**config.mk**
```make
export PLATFORM = sky130hd
export DESIGN_NAME = fetch_line_buf
export DESIGN_NICKNAME = d
export VERILOG_FILES = /design/src/rtl/fbuf_pkg.sv /design/src/rtl/fbuf_match.sv /design/src/rtl/fbuf_lru.sv /design/src/rtl/fbuf_wsel.sv /design/src/rtl/fetch_line_buf.sv
export SDC_FILE = /design/constraint.sdc
export NUM_CORES = 2
export LEC_CHECK = 0
export BUFFER_PORTS_ARGS = -buffer_cell sky130_fd_sc_hd__buf_4
export CAP_MARGIN = 30
export CORE_UTILIZATION = 40
export CTS_CLUSTER_DIAMETER = 150
export DETAILED_ROUTE_END_ITERATION = 16
export MAX_ROUTING_LAYER = met4
export SLEW_MARGIN = 10
export SYNTH_ARGS = -nofsm -noshare
export SYNTH_HDL_FRONTEND = slang
export SYNTH_HIERARCHICAL = 1
export SYNTH_SLANG_ARGS = --single-unit
```
**constraint.sdc**
```tcl
create_clock -name clk -period 43.9 [get_ports clk]
set_input_delay 4.39 -clock clk [delete_from_list [all_inputs] [get_ports clk]]
set_output_delay 4.39 -clock clk [all_outputs]
set_load 0.02 [all_outputs]
```
**src/rtl/fbuf_pkg.sv**
```systemverilog
// Shared encodings of the fetch line buffer.
// Assumes: request opcodes and response kinds are visible at the ports as plain vectors.
package fbuf_pkg;

    typedef enum logic [1:0] {
        SL_FREE = 2'd0,
        SL_PEND = 2'd1,
        SL_FILL = 2'd2
    } slot_e;

    typedef enum logic [1:0] {
        OP_START  = 2'd0,
        OP_FINISH = 2'd1,
        OP_DROP   = 2'd2
    } op_e;

    typedef enum logic [2:0] {
        RK_ISSUED  = 3'd0,
        RK_JOINED  = 3'd1,
        RK_REFUSED = 3'd2,
        RK_WORD    = 3'd3,
        RK_RETRY   = 3'd4,
        RK_DROPPED = 3'd5
    } rk_e;

endpackage

```
**src/rtl/fbuf_match.sv**
```systemverilog
// Associative search over all slots for one (identifier, block) key.
// Only slots flagged in sel take part. Returns whether any slot matched and
// the lowest matching index. Assumes at most one qualifying slot matches.
module fbuf_match #(
    parameter int SLOTS  = 8,
    parameter int ASID_W = 8,
    parameter int BLK_W  = 27,
    localparam int SLOT_W = $clog2(SLOTS)
) (
    input  logic                          clk,
    input  logic                          rst_n,
    input  logic [SLOTS-1:0]              sel,
    input  logic [SLOTS-1:0][ASID_W-1:0]  asid_tab,
    input  logic [SLOTS-1:0][BLK_W-1:0]   blk_tab,
    input  logic [ASID_W-1:0]             key_asid,
    input  logic [BLK_W-1:0]              key_blk,
    output logic                          hit,
    output logic [SLOT_W-1:0]             hit_idx
);

    logic [SLOTS-1:0] eq;

    // Per-slot compare of both key fields.
    for (genvar g = 0; g < SLOTS; g++) begin : g_cmp
        assign eq[g] = sel[g] && (asid_tab[g] == key_asid) && (blk_tab[g] == key_blk);
    end

    // Priority encode the lowest matching slot.
    always_comb begin
        hit     = |eq;
        hit_idx = '0;
        for (int i = SLOTS - 1; i >= 0; i--) begin
            if (eq[i]) hit_idx = SLOT_W'(i);
        end
    end

    // a key never names two live lines in the searched set.
    a_r1_unique_key: assert property (@(posedge clk) disable iff (!rst_n) $onehot0(eq));

endmodule

```
**src/rtl/fbuf_lru.sv**
```systemverilog
// Recency order of the filled lines, kept as an ordered array of slot indices
// with position 0 the least recently used. Each cycle one index may be removed
// (the rest shift down) and one appended at the most recently used end.
// It also names the oldest line with no waiters as the eviction victim.
module fbuf_lru #(
    parameter int N_ENT = 4,
    parameter int SLOTS = 8,
    localparam int SLOT_W = $clog2(SLOTS),
    localparam int LEN_W  = $clog2(N_ENT + 1)
) (
    input  logic              clk,
    input  logic              rst_n,
    input  logic [SLOTS-1:0]  zero_cnt,
    input  logic              rm_en,
    input  logic [SLOT_W-1:0] rm_slot,
    input  logic              add_en,
    input  logic [SLOT_W-1:0] add_slot,
    output logic              full,
    output logic              victim_ok,
    output logic [SLOT_W-1:0] victim_slot
);

    logic [N_ENT-1:0][SLOT_W-1:0] order_q, order_n;
    logic [LEN_W-1:0]             len_q, len_n;
    logic [LEN_W-1:0]             rm_pos;
    logic                         rm_found;

    assign full = (len_q == LEN_W'(N_ENT));

    // Pick the oldest line whose waiting count is zero.
    always_comb begin
        victim_ok   = 1'b0;
        victim_slot = '0;
        for (int i = N_ENT - 1; i >= 0; i--) begin
            if ((LEN_W'(i) < len_q) && zero_cnt[order_q[i]]) begin
                victim_ok   = 1'b1;
                victim_slot = order_q[i];
            end
        end
    end

    // Build the next order: close the gap of a removed index, then append.
    always_comb begin
        rm_pos   = '0;
        rm_found = 1'b0;
        for (int i = 0; i < N_ENT; i++) begin
            if (!rm_found && (LEN_W'(i) < len_q) && (order_q[i] == rm_slot)) begin
                rm_pos   = LEN_W'(i);
                rm_found = 1'b1;
            end
        end
        order_n = order_q;
        len_n   = len_q;
        if (rm_en && rm_found) begin
            for (int i = 0; i < N_ENT - 1; i++) begin
                if (LEN_W'(i) >= rm_pos) order_n[i] = order_q[i+1];
            end
            len_n = len_q - LEN_W'(1);
        end
        if (add_en && (len_n < LEN_W'(N_ENT))) begin
            for (int i = 0; i < N_ENT; i++) begin
                if (LEN_W'(i) == len_n) order_n[i] = add_slot;
            end
            len_n = len_n + LEN_W'(1);
        end
    end

    // Register the recency array.
    always_ff @(posedge clk) begin
        if (!rst_n) begin
            order_q <= '0;
            len_q   <= '0;
        end else begin
            order_q <= order_n;
            len_q   <= len_n;
        end
    end

    // the filled set never holds more than N_ENT lines.
    a_r7_len_bound: assert property (@(posedge clk) disable iff (!rst_n) len_q <= LEN_W'(N_ENT));
    // an append without a removal on a non-full set grows it by one.
    a_r8_append_grows: assert property (@(posedge clk) disable iff (!rst_n)
        (add_en && !rm_en && !full) |=> (len_q == $past(len_q) + LEN_W'(1)));
    // an eviction is only requested while the set is full.
    a_r7_evict_when_full: assert property (@(posedge clk) disable iff (!rst_n)
        (rm_en && add_en && (rm_slot != add_slot)) |-> full);

endmodule

```
**src/rtl/fbuf_wsel.sv**
```systemverilog
// Selects one instruction word from a line; word k occupies bits [k*W+W-1:k*W].
// Assumes the word count is a power of two.
module fbuf_wsel #(
    parameter int WORDS  = 8,
    parameter int WORD_W = 32,
    localparam int IDX_W = $clog2(WORDS)
) (
    input  logic [WORDS*WORD_W-1:0] line,
    input  logic [IDX_W-1:0]        idx,
    output logic [WORD_W-1:0]       word
);

    logic [WORD_W-1:0] parts [WORDS];

    // Slice the line into words.
    for (genvar g = 0; g < WORDS; g++) begin : g_part
        assign parts[g] = line[g*WORD_W +: WORD_W];
    end

    assign word = parts[idx];

endmodule

```
**src/rtl/fetch_line_buf.sv**
```systemverilog
// Reference-counted fetch line buffer. A pool of 2*N_ENT slots holds at most
// N_ENT pending lines (read in flight) and at most N_ENT filled lines. A start
// merges, issues a line read or is refused. A finish returns the word once the
// line is filled and may evict the oldest idle line. A drop withdraws a waiter.
// Assumes one request per cycle and one fill beat per cycle, registered response.
module fetch_line_buf #(
    parameter int N_ENT      = 4,
    parameter int LINE_BYTES = 32,
    parameter int WORD_BYTES = 4,
    parameter int ASID_W     = 8,
    parameter int ADDR_W     = 32,
    parameter int TAG_W      = 4,
    parameter int CNT_W      = 4
) (
    input  logic                      clk,
    input  logic                      rst_n,
    input  logic                      req_valid,
    input  logic [1:0]                req_op,
    input  logic [TAG_W-1:0]          req_tag,
    input  logic [ASID_W-1:0]         req_asid,
    input  logic [ADDR_W-1:0]         req_addr,
    input  logic                      req_joined,
    input  logic                      mem_blocked,
    input  logic                      fill_valid,
    input  logic                      fill_drop,
    input  logic [ASID_W-1:0]         fill_asid,
    input  logic [ADDR_W-1:0]         fill_addr,
    input  logic [LINE_BYTES*8-1:0]   fill_line,
    output logic                      rsp_valid,
    output logic [TAG_W-1:0]          rsp_tag,
    output logic [2:0]                rsp_kind,
    output logic [WORD_BYTES*8-1:0]   rsp_word,
    output logic                      mem_rd_valid,
    output logic [ASID_W-1:0]         mem_rd_asid,
    output logic [ADDR_W-1:0]         mem_rd_addr
);
    import fbuf_pkg::*;

    localparam int SLOTS     = 2 * N_ENT;
    localparam int SLOT_W    = $clog2(SLOTS);
    localparam int OFS_W     = $clog2(LINE_BYTES);
    localparam int WB_W      = $clog2(WORD_BYTES);
    localparam int WORD_W    = WORD_BYTES * 8;
    localparam int WORDS     = LINE_BYTES / WORD_BYTES;
    localparam int LINE_BITS = LINE_BYTES * 8;
    localparam int BLK_W     = ADDR_W - OFS_W;
    localparam int PC_W      = $clog2(SLOTS + 1);
    localparam logic [CNT_W-1:0] CMAX = '1;

    // Slot storage.
    slot_e                        st_q   [SLOTS];
    logic [SLOTS-1:0][ASID_W-1:0] asid_q;
    logic [SLOTS-1:0][BLK_W-1:0]  blk_q;
    logic [CNT_W-1:0]             cnt_q  [SLOTS];
    logic [SLOTS-1:0]             vld_q;
    logic [LINE_BITS-1:0]         data_q [SLOTS];

    // Derived views of the pool.
    logic [SLOTS-1:0] pend_mask, fill_mask, hole_mask, zero_mask;
    logic [PC_W-1:0]  n_pend;
    logic             free_ok;
    logic [SLOT_W-1:0] free_idx;

    // Address fields.
    logic [BLK_W-1:0]          key_blk, fkey_blk;
    logic [$clog2(WORDS)-1:0]  widx;
    logic                      unused_low;

    // Search results.
    logic              p_hit, f_hit, h_hit;
    logic [SLOT_W-1:0] p_idx, f_idx, h_idx;

    // Decision outputs.
    rk_e               kind_n;
    logic              give, issue, alloc, inc_en, dec_en, free_en, promo_en;
    logic [SLOT_W-1:0] wslot, inc_slot, dec_slot, free_slot;
    logic              lru_rm, lru_add, lru_full, vic_ok;
    logic [SLOT_W-1:0] lru_rm_slot, lru_add_slot, vic_slot;
    logic [WORD_W-1:0] sel_word;

    assign key_blk    = req_addr[ADDR_W-1:OFS_W];
    assign fkey_blk   = fill_addr[ADDR_W-1:OFS_W];
    assign widx       = req_addr[OFS_W-1:WB_W];
    assign unused_low = ^{req_addr[WB_W-1:0], fill_addr[OFS_W-1:0]};

    // Classify each slot and count the pending ones.
    always_comb begin
        n_pend   = '0;
        free_ok  = 1'b0;
        free_idx = '0;
        for (int i = 0; i < SLOTS; i++) begin
            pend_mask[i] = (st_q[i] == SL_PEND);
            fill_mask[i] = (st_q[i] == SL_FILL);
            hole_mask[i] = (st_q[i] == SL_PEND) && !vld_q[i];
            zero_mask[i] = (cnt_q[i] == '0);
            n_pend       = n_pend + PC_W'(pend_mask[i]);
        end
        for (int i = SLOTS - 1; i >= 0; i--) begin
            if (st_q[i] == SL_FREE) begin
                free_ok  = 1'b1;
                free_idx = SLOT_W'(i);
            end
        end
    end

    fbuf_match #(.SLOTS(SLOTS), .ASID_W(ASID_W), .BLK_W(BLK_W)) i_pend_match (
        .clk(clk), .rst_n(rst_n), .sel(pend_mask), .asid_tab(asid_q), .blk_tab(blk_q),
        .key_asid(req_asid), .key_blk(key_blk), .hit(p_hit), .hit_idx(p_idx));

    fbuf_match #(.SLOTS(SLOTS), .ASID_W(ASID_W), .BLK_W(BLK_W)) i_fill_match (
        .clk(clk), .rst_n(rst_n), .sel(fill_mask), .asid_tab(asid_q), .blk_tab(blk_q),
        .key_asid(req_asid), .key_blk(key_blk), .hit(f_hit), .hit_idx(f_idx));

    fbuf_match #(.SLOTS(SLOTS), .ASID_W(ASID_W), .BLK_W(BLK_W)) i_hole_match (
        .clk(clk), .rst_n(rst_n), .sel(hole_mask), .asid_tab(asid_q), .blk_tab(blk_q),
        .key_asid(fill_asid), .key_blk(fkey_blk), .hit(h_hit), .hit_idx(h_idx));

    fbuf_lru #(.N_ENT(N_ENT), .SLOTS(SLOTS)) i_lru (
        .clk(clk), .rst_n(rst_n), .zero_cnt(zero_mask),
        .rm_en(lru_rm), .rm_slot(lru_rm_slot), .add_en(lru_add), .add_slot(lru_add_slot),
        .full(lru_full), .victim_ok(vic_ok), .victim_slot(vic_slot));

    fbuf_wsel #(.WORDS(WORDS), .WORD_W(WORD_W)) i_wsel (
        .line(data_q[wslot]), .idx(widx), .word(sel_word));

    // Decide the outcome of the current request and the state edits it implies.
    always_comb begin
        kind_n       = RK_RETRY;
        give         = 1'b0;
        issue        = 1'b0;
        alloc        = 1'b0;
        inc_en       = 1'b0;
        dec_en       = 1'b0;
        free_en      = 1'b0;
        promo_en     = 1'b0;
        wslot        = '0;
        inc_slot     = '0;
        dec_slot     = '0;
        free_slot    = '0;
        lru_rm       = 1'b0;
        lru_add      = 1'b0;
        lru_rm_slot  = '0;
        lru_add_slot = '0;
        if (req_valid) begin
            case (op_e'(req_op))
                OP_START: begin
                    if (mem_blocked) begin
                        kind_n = RK_REFUSED;
                    end else if (p_hit) begin
                        if (cnt_q[p_idx] == CMAX) begin
                            kind_n = RK_REFUSED;
                        end else begin
                            kind_n   = RK_JOINED;
                            inc_en   = 1'b1;
                            inc_slot = p_idx;
                        end
                    end else if ((n_pend < PC_W'(N_ENT)) && f_hit) begin
                        if (cnt_q[f_idx] == CMAX) begin
                            kind_n = RK_REFUSED;
                        end else begin
                            kind_n   = RK_JOINED;
                            inc_en   = 1'b1;
                            inc_slot = f_idx;
                        end
                    end else if (n_pend >= PC_W'(N_ENT)) begin
                        kind_n = RK_REFUSED;
                    end else begin
                        kind_n = RK_ISSUED;
                        issue  = 1'b1;
                        alloc  = 1'b1;
                    end
                end
                OP_FINISH: begin
                    if (req_joined) begin
                        if (f_hit) begin
                            kind_n       = RK_WORD;
                            give         = 1'b1;
                            wslot        = f_idx;
                            dec_en       = 1'b1;
                            dec_slot     = f_idx;
                            lru_rm       = 1'b1;
                            lru_rm_slot  = f_idx;
                            lru_add      = 1'b1;
                            lru_add_slot = f_idx;
                        end
                    end else if (p_hit && vld_q[p_idx] && (!lru_full || vic_ok)) begin
                        kind_n       = RK_WORD;
                        give         = 1'b1;
                        wslot        = p_idx;
                        dec_en       = 1'b1;
                        dec_slot     = p_idx;
                        promo_en     = 1'b1;
                        lru_add      = 1'b1;
                        lru_add_slot = p_idx;
                        if (lru_full) begin
                            lru_rm      = 1'b1;
                            lru_rm_slot = vic_slot;
                            free_en     = 1'b1;
                            free_slot   = vic_slot;
                        end
                    end
                end
                OP_DROP: begin
                    kind_n = RK_DROPPED;
                    if (f_hit) begin
                        dec_en   = 1'b1;
                        dec_slot = f_idx;
                    end else if (p_hit) begin
                        dec_en   = 1'b1;
                        dec_slot = p_idx;
                        if (cnt_q[p_idx] <= CNT_W'(1)) begin
                            free_en   = 1'b1;
                            free_slot = p_idx;
                        end
                    end
                end
                default: kind_n = RK_REFUSED;
            endcase
        end
    end

    // Update slot storage: fill data, counts, allocation, promotion, release.
    always_ff @(posedge clk) begin
        if (!rst_n) begin
            for (int i = 0; i < SLOTS; i++) begin
                st_q[i]   <= SL_FREE;
                cnt_q[i]  <= '0;
                data_q[i] <= '0;
            end
            asid_q <= '0;
            blk_q  <= '0;
            vld_q  <= '0;
        end else begin
            if (fill_valid && !fill_drop && h_hit) begin
                data_q[h_idx] <= fill_line;
                vld_q[h_idx]  <= 1'b1;
            end
            if (inc_en) cnt_q[inc_slot] <= cnt_q[inc_slot] + CNT_W'(1);
            if (dec_en && (cnt_q[dec_slot] != '0)) cnt_q[dec_slot] <= cnt_q[dec_slot] - CNT_W'(1);
            if (alloc) begin
                st_q[free_idx]   <= SL_PEND;
                asid_q[free_idx] <= req_asid;
                blk_q[free_idx]  <= key_blk;
                cnt_q[free_idx]  <= CNT_W'(1);
                vld_q[free_idx]  <= 1'b0;
            end
            if (promo_en) st_q[wslot] <= SL_FILL;
            if (free_en) begin
                st_q[free_slot]  <= SL_FREE;
                vld_q[free_slot] <= 1'b0;
            end
        end
    end

    // Register the response and the memory read.
    always_ff @(posedge clk) begin
        if (!rst_n) begin
            rsp_valid    <= 1'b0;
            rsp_tag      <= '0;
            rsp_kind     <= '0;
            rsp_word     <= '0;
            mem_rd_valid <= 1'b0;
            mem_rd_asid  <= '0;
            mem_rd_addr  <= '0;
        end else begin
            rsp_valid    <= req_valid;
            rsp_tag      <= req_tag;
            rsp_kind     <= kind_n;
            rsp_word     <= give ? sel_word : '0;
            mem_rd_valid <= issue;
            mem_rd_asid  <= req_asid;
            mem_rd_addr  <= {key_blk, {OFS_W{1'b0}}};
        end
    end

    // every request is answered on the next cycle, and only then.
    a_r11_one_response: assert property (@(posedge clk) disable iff (!rst_n)
        req_valid |=> rsp_valid);
    a_r11_no_spurious: assert property (@(posedge clk) disable iff (!rst_n)
        !req_valid |=> !rsp_valid);
    // a blocked memory port refuses every start.
    a_r4_blocked_refuse: assert property (@(posedge clk) disable iff (!rst_n)
        (req_valid && req_op == 2'd0 && mem_blocked) |=> (rsp_kind == 3'(RK_REFUSED)));
    // a memory read only accompanies an ISSUED answer.
    a_r5_read_with_issue: assert property (@(posedge clk) disable iff (!rst_n)
        mem_rd_valid |-> (rsp_valid && rsp_kind == 3'(RK_ISSUED)));
    // a new pending line always finds a free slot.
    a_r5_slot_avail: assert property (@(posedge clk) disable iff (!rst_n) alloc |-> free_ok);
    // the pending set never exceeds its capacity.
    a_r3_pend_bound: assert property (@(posedge clk) disable iff (!rst_n)
        n_pend <= PC_W'(N_ENT));

endmodule

```
==> flow_metrics.tcl <==
set metrics [dict create \
    async_flop_share_pct 0 \
    synth.distinct_cells 108 \
    place_ws_ns 29.85 \
    grt_pass1_vias 83800 \
    maxSlewViolCount 0 \
    avgSynthCellArea_um2 11.5 \
    cts_resized 0 \
    setup_ws_ns 30.86 \
    clkPwrFrac_pct 44.0 \
    min_from "blk_q[160]$_SDFFE_PN0P_" \
    place.gp.congestion 0.884 \
    yosysSeqAreaShare_pct 58.1 \
    via_per_inst 5.82 \
    start_kind "input pin" \
    yosys_warnings 6 \
    combPwrFrac_pct 5.4 \
    postSynthCellCount 10600 \
    post-cts-setup-buffer-count 0 \
    max-cap-violations 0 \
    path_clk_slew_ns 0.06 \
    port_buffers 417 \
    cts.sinks 2475 \
    fin_nets 10900 \
    power_per_cell_area_nw_per_um2 38.6 \
    syn_to_final_growth_pct 12.7 \
    start_util_pct 40.3 \
    ir_worst_vdd_uv 31.9 \
    dpl-instance-area_um2 127000 \
    clock-skew-final_ns 0.0754 \
    crit_path_end_kind "register" \
    min_period_ns 13.04 \
    grt_use_met3_pct 4.76 \
    hold_depth 2 \
    critPathMaxFanout 155 \
    worst_slew_pin_slew_ns 1.16 \
    antenna_found_initial 95 \
    cts_tree "built" \
    ys.flop_type "edfxtp_1" \
    cts_max_level 5 \
    rsz0062_at_grt "false" \
    drc 0 \
    met2_usage_pct 42.3 \
    stdcell_count 14800 \
    vias 86100 \
    crit_arrival_ns 13.87 \
    synth-seq-cells 2475 \
    gr-total-overflow 0 \
    fin_setup_tns_ns 0 \
    worstPathRequired_ns 44.73 \
    worst-r2r-setup-slack_ns 34.47 \
    insertion_delay_ns 0.90 \
    fmax_mhz 76.7 \
    post-dp-hpwl_mm 235 \
    track_usage_pct 26.7 \
    sw_frac_of_total_pct 22.9 \
    reg2reg_depth 23 \
    grtUsageMet1_pct 34.1 \
    finalSetupViolations 0 \
    die_h_um 552 \
    dp_cells 14200 \
    finalHoldViolations 0 \
    intPower_mw 4.06 \
    path_cells "buf_4 -> xor2_1 -> nor4_1 -> nand4_1 -> nor4_1 -> nand2b_1 -> nand3b_1 -> or2_1 -> o311ai_4 -> nor3_1 -> o21ai_1 -> nor2_4 -> buf_12 -> buf_12 -> buf_12 -> buf_4 -> buf_4 -> a211oi_1 -> a31oi_1 -> nor2_1 -> a31oi_1 -> mux4_1 -> mux2_2 -> and2_1" \
    slowest_delay_ns 0.74 \
    synth_edf_count 2080 \
    die_w_um 552 \
    row_count 201 \
    switchingPower_mw 1.20 \
    postLayoutCoreUtil_pct 45.5 \
    finish.instance_area_um2 137000 \
    post_drt_wl_per_cell_um 27.5 \
    core_um2 301000 \
    timing.rr.end "rsp_word[11]$_SDFF_PN0_" \
    ioPinCount 430 \
    cts_buffers 282 \
    ctsHoldBuffers 0 \
    cts_root_buf "clkbuf_16" \
    grt_max_degree 156 \
    routed_wl_mm 408 \
    period_share_pct 29.7 \
    cts_buffer_depth 4 \
    grt_pass1_wl_mm 585 \
    status "finished clean" \
    drt_pre_antenna_iters 7 \
    finalPower_mw 5.27 \
    reg2reg_from "blk_q[172]$_SDFFE_PN0P_" \
    drtIter0Drc 9041 \
    critPathKind "input pin to register" \
    antenna_left 0 \
    whs_ns 0.502 \
    nFillCells 27200 \
    hold_path_end "blk_q[160]$_SDFFE_PN0P_" \
    critPathSlowestCell "mux4_1" \
    power_leakage_nw 48.6 \
    p_seq_share_pct 50.6 \
    grt_busiest_layer "met2" \
    holdCritPathClass "register to register" \
    netlist_area_um2 121000 \
    max_slew_margin_pct 22.9 \
    die_area_um2 305000 \
    drive_above_1_share_pct 10.8 \
]
==> layout by cell type (no fill, tap or decap), drive strengths merged, types with 13 or more instances in the layout <==
master,Yosys,layout
xor2,610,610
nor3,32,32
o221ai,515,515
nand4,106,106
or4,21,21
o21ai,47,47
mux4,77,77
o22ai,13,13
nand2b,22,22
diode,0,58
and2,2352,2352
buf,179,581
bufinv,0,15
nand2,1055,1055
ha,13,13
nor2,425,425
a21oi,320,320
a31oi,526,526
nand3b,16,16
mux2,52,52
clkinv,1,98
nand3,48,48
mux2i,37,37
clkbuf,695,371
nor4,168,168
a211oi,262,262
inv,77,91
edfxtp,2080,2080
xnor2,240,240
dfxtp,395,395
nor2b,37,37
==> power by group through the flow <==
stage / Clock [mW] / Combinational (mW) / Sequential [mW]
global placement: 0 / 0.274 / 2.71
finish: 2.32 / 0.283 / 2.67
detailed placement: 0 / 0.280 / 2.71
CTS: 2.35 / 0.281 / 2.67
floorplan: 0 / 0.141 / 2.77
global route: 2.44 / 0.298 / 2.67
==> metal layers <==
layer,wire (um),vias to the layer above
met5,0,-
met4,14800,0
met3,34300,714
met2,191000,3733
met1,167000,43500
li1,-,38200
==> how the worst max path moves through the flow <==
stage | start | end | slack (ns) | cells past startpoint
after detailed placement | req_addr[10] | rsp_word[11]$_SDFF_PN0_ | 29.85 | 25
after CTS | req_addr[10] | rsp_word[11]$_SDFF_PN0_ | 30.79 | 25
after global routing | req_addr[10] | rsp_word[11]$_SDFF_PN0_ | 30.60 | 26
after floorplan | fill_addr[8] | data_q[0][0]$_SDFFCE_PN0P_ | 18.48 | 11
after global placement | req_addr[10] | rsp_word[12]$_SDFF_PN0_ | 29.90 | 25
final | req_addr[15] | rsp_word[11]$_SDFF_PN0_ | 30.86 | 24
==> Yosys cell counts (all sizes together) (5+ instances only) <==
master | instances | share of area (%)
edfxtp | 2080 | 52
nand3 | 48 | 0.23
or3 | 11 | 0.057
o2bb2ai | 5 | 0.036
o22ai | 13 | 0.072
or2 | 11 | 0.059
nand2 | 1055 | 3.3
inv | 77 | 0.24
nor3b | 6 | 0.046
mux2i | 37 | 0.31
nand3b | 16 | 0.099
dfxtp | 395 | 6.5
a21oi | 320 | 1.3
nand4 | 106 | 0.60
a21o | 5 | 0.031
mux2 | 52 | 0.49
a2111oi | 6 | 0.059
nor2b | 37 | 0.20
nor4 | 168 | 0.89
xnor2 | 240 | 1.7
mux4 | 77 | 1.6
a22oi | 8 | 0.050
nand2b | 22 | 0.12
a211oi | 262 | 1.6
o21ai | 47 | 0.21
a21boi | 9 | 0.056
o21a | 5 | 0.032
and3 | 11 | 0.057
and4 | 7 | 0.051
nor3 | 32 | 0.15
buf | 179 | 0.96
a31oi | 526 | 2.7
ha | 13 | 0.13
or4 | 21 | 0.15
nor2 | 425 | 1.3
o211ai | 10 | 0.086
and2 | 2352 | 12
xor2 | 610 | 4.4
clkbuf | 695 | 2.2
o221ai | 515 | 3.7
nand4b | 5 | 0.071
==> logic make-up after synthesis <==
logic type,count (synthesis),synth area share [%]
AOI/OAI and AO/OA,1767,10.3
xor gates and xnor gates,850,6.15
adders and majority gates,16,0.184
buffers and inverters,952,3.35
DFF,2475,58.1
muxes,166,2.35
other,1,0.00309
and+or+nand+nor,4341,19.6
==> worst max-delay path, delay by kind of cell <==
family	cells	cell delay, ns
XOR/XNOR	1	0.14
AO/OA/AOI/OAI	5	1.50
buffers and inverters	6	3.42
multiplexers	2	0.99
AND/OR/NAND/NOR	10	2.95
==> state kept, by name, indices dropped and copies added, names as in the netlist <==
signal and flops:
mem_rd_asid 8, vld_q 8, rsp_kind 3, mem_rd_valid 1, i_lru/len_q 3, rsp_valid 1
mem_rd_addr 27, i_lru/order_q 12, rsp_tag 4, data_q 2048, asid_q 64, st_q 16
cnt_q 32, blk_q 216, rsp_word 32
==> layout make-up <==
cell class                      instances  area [um^2]  share of cell area, %
Sequential cell                      2475        70400                   51.5
Multi-Input combinational cell       7145        47000                   34.4
Clock buffer                          370         7780                   5.69
Tap cell                             3958         4950                   3.62
Timing Repair Buffer                  582         4850                   3.55
Clock inverter                        134         1190                  0.874
Inverter                               78          305                  0.223
Antenna cell                           58          145                  0.106
(Power assumes the default switching activity.)
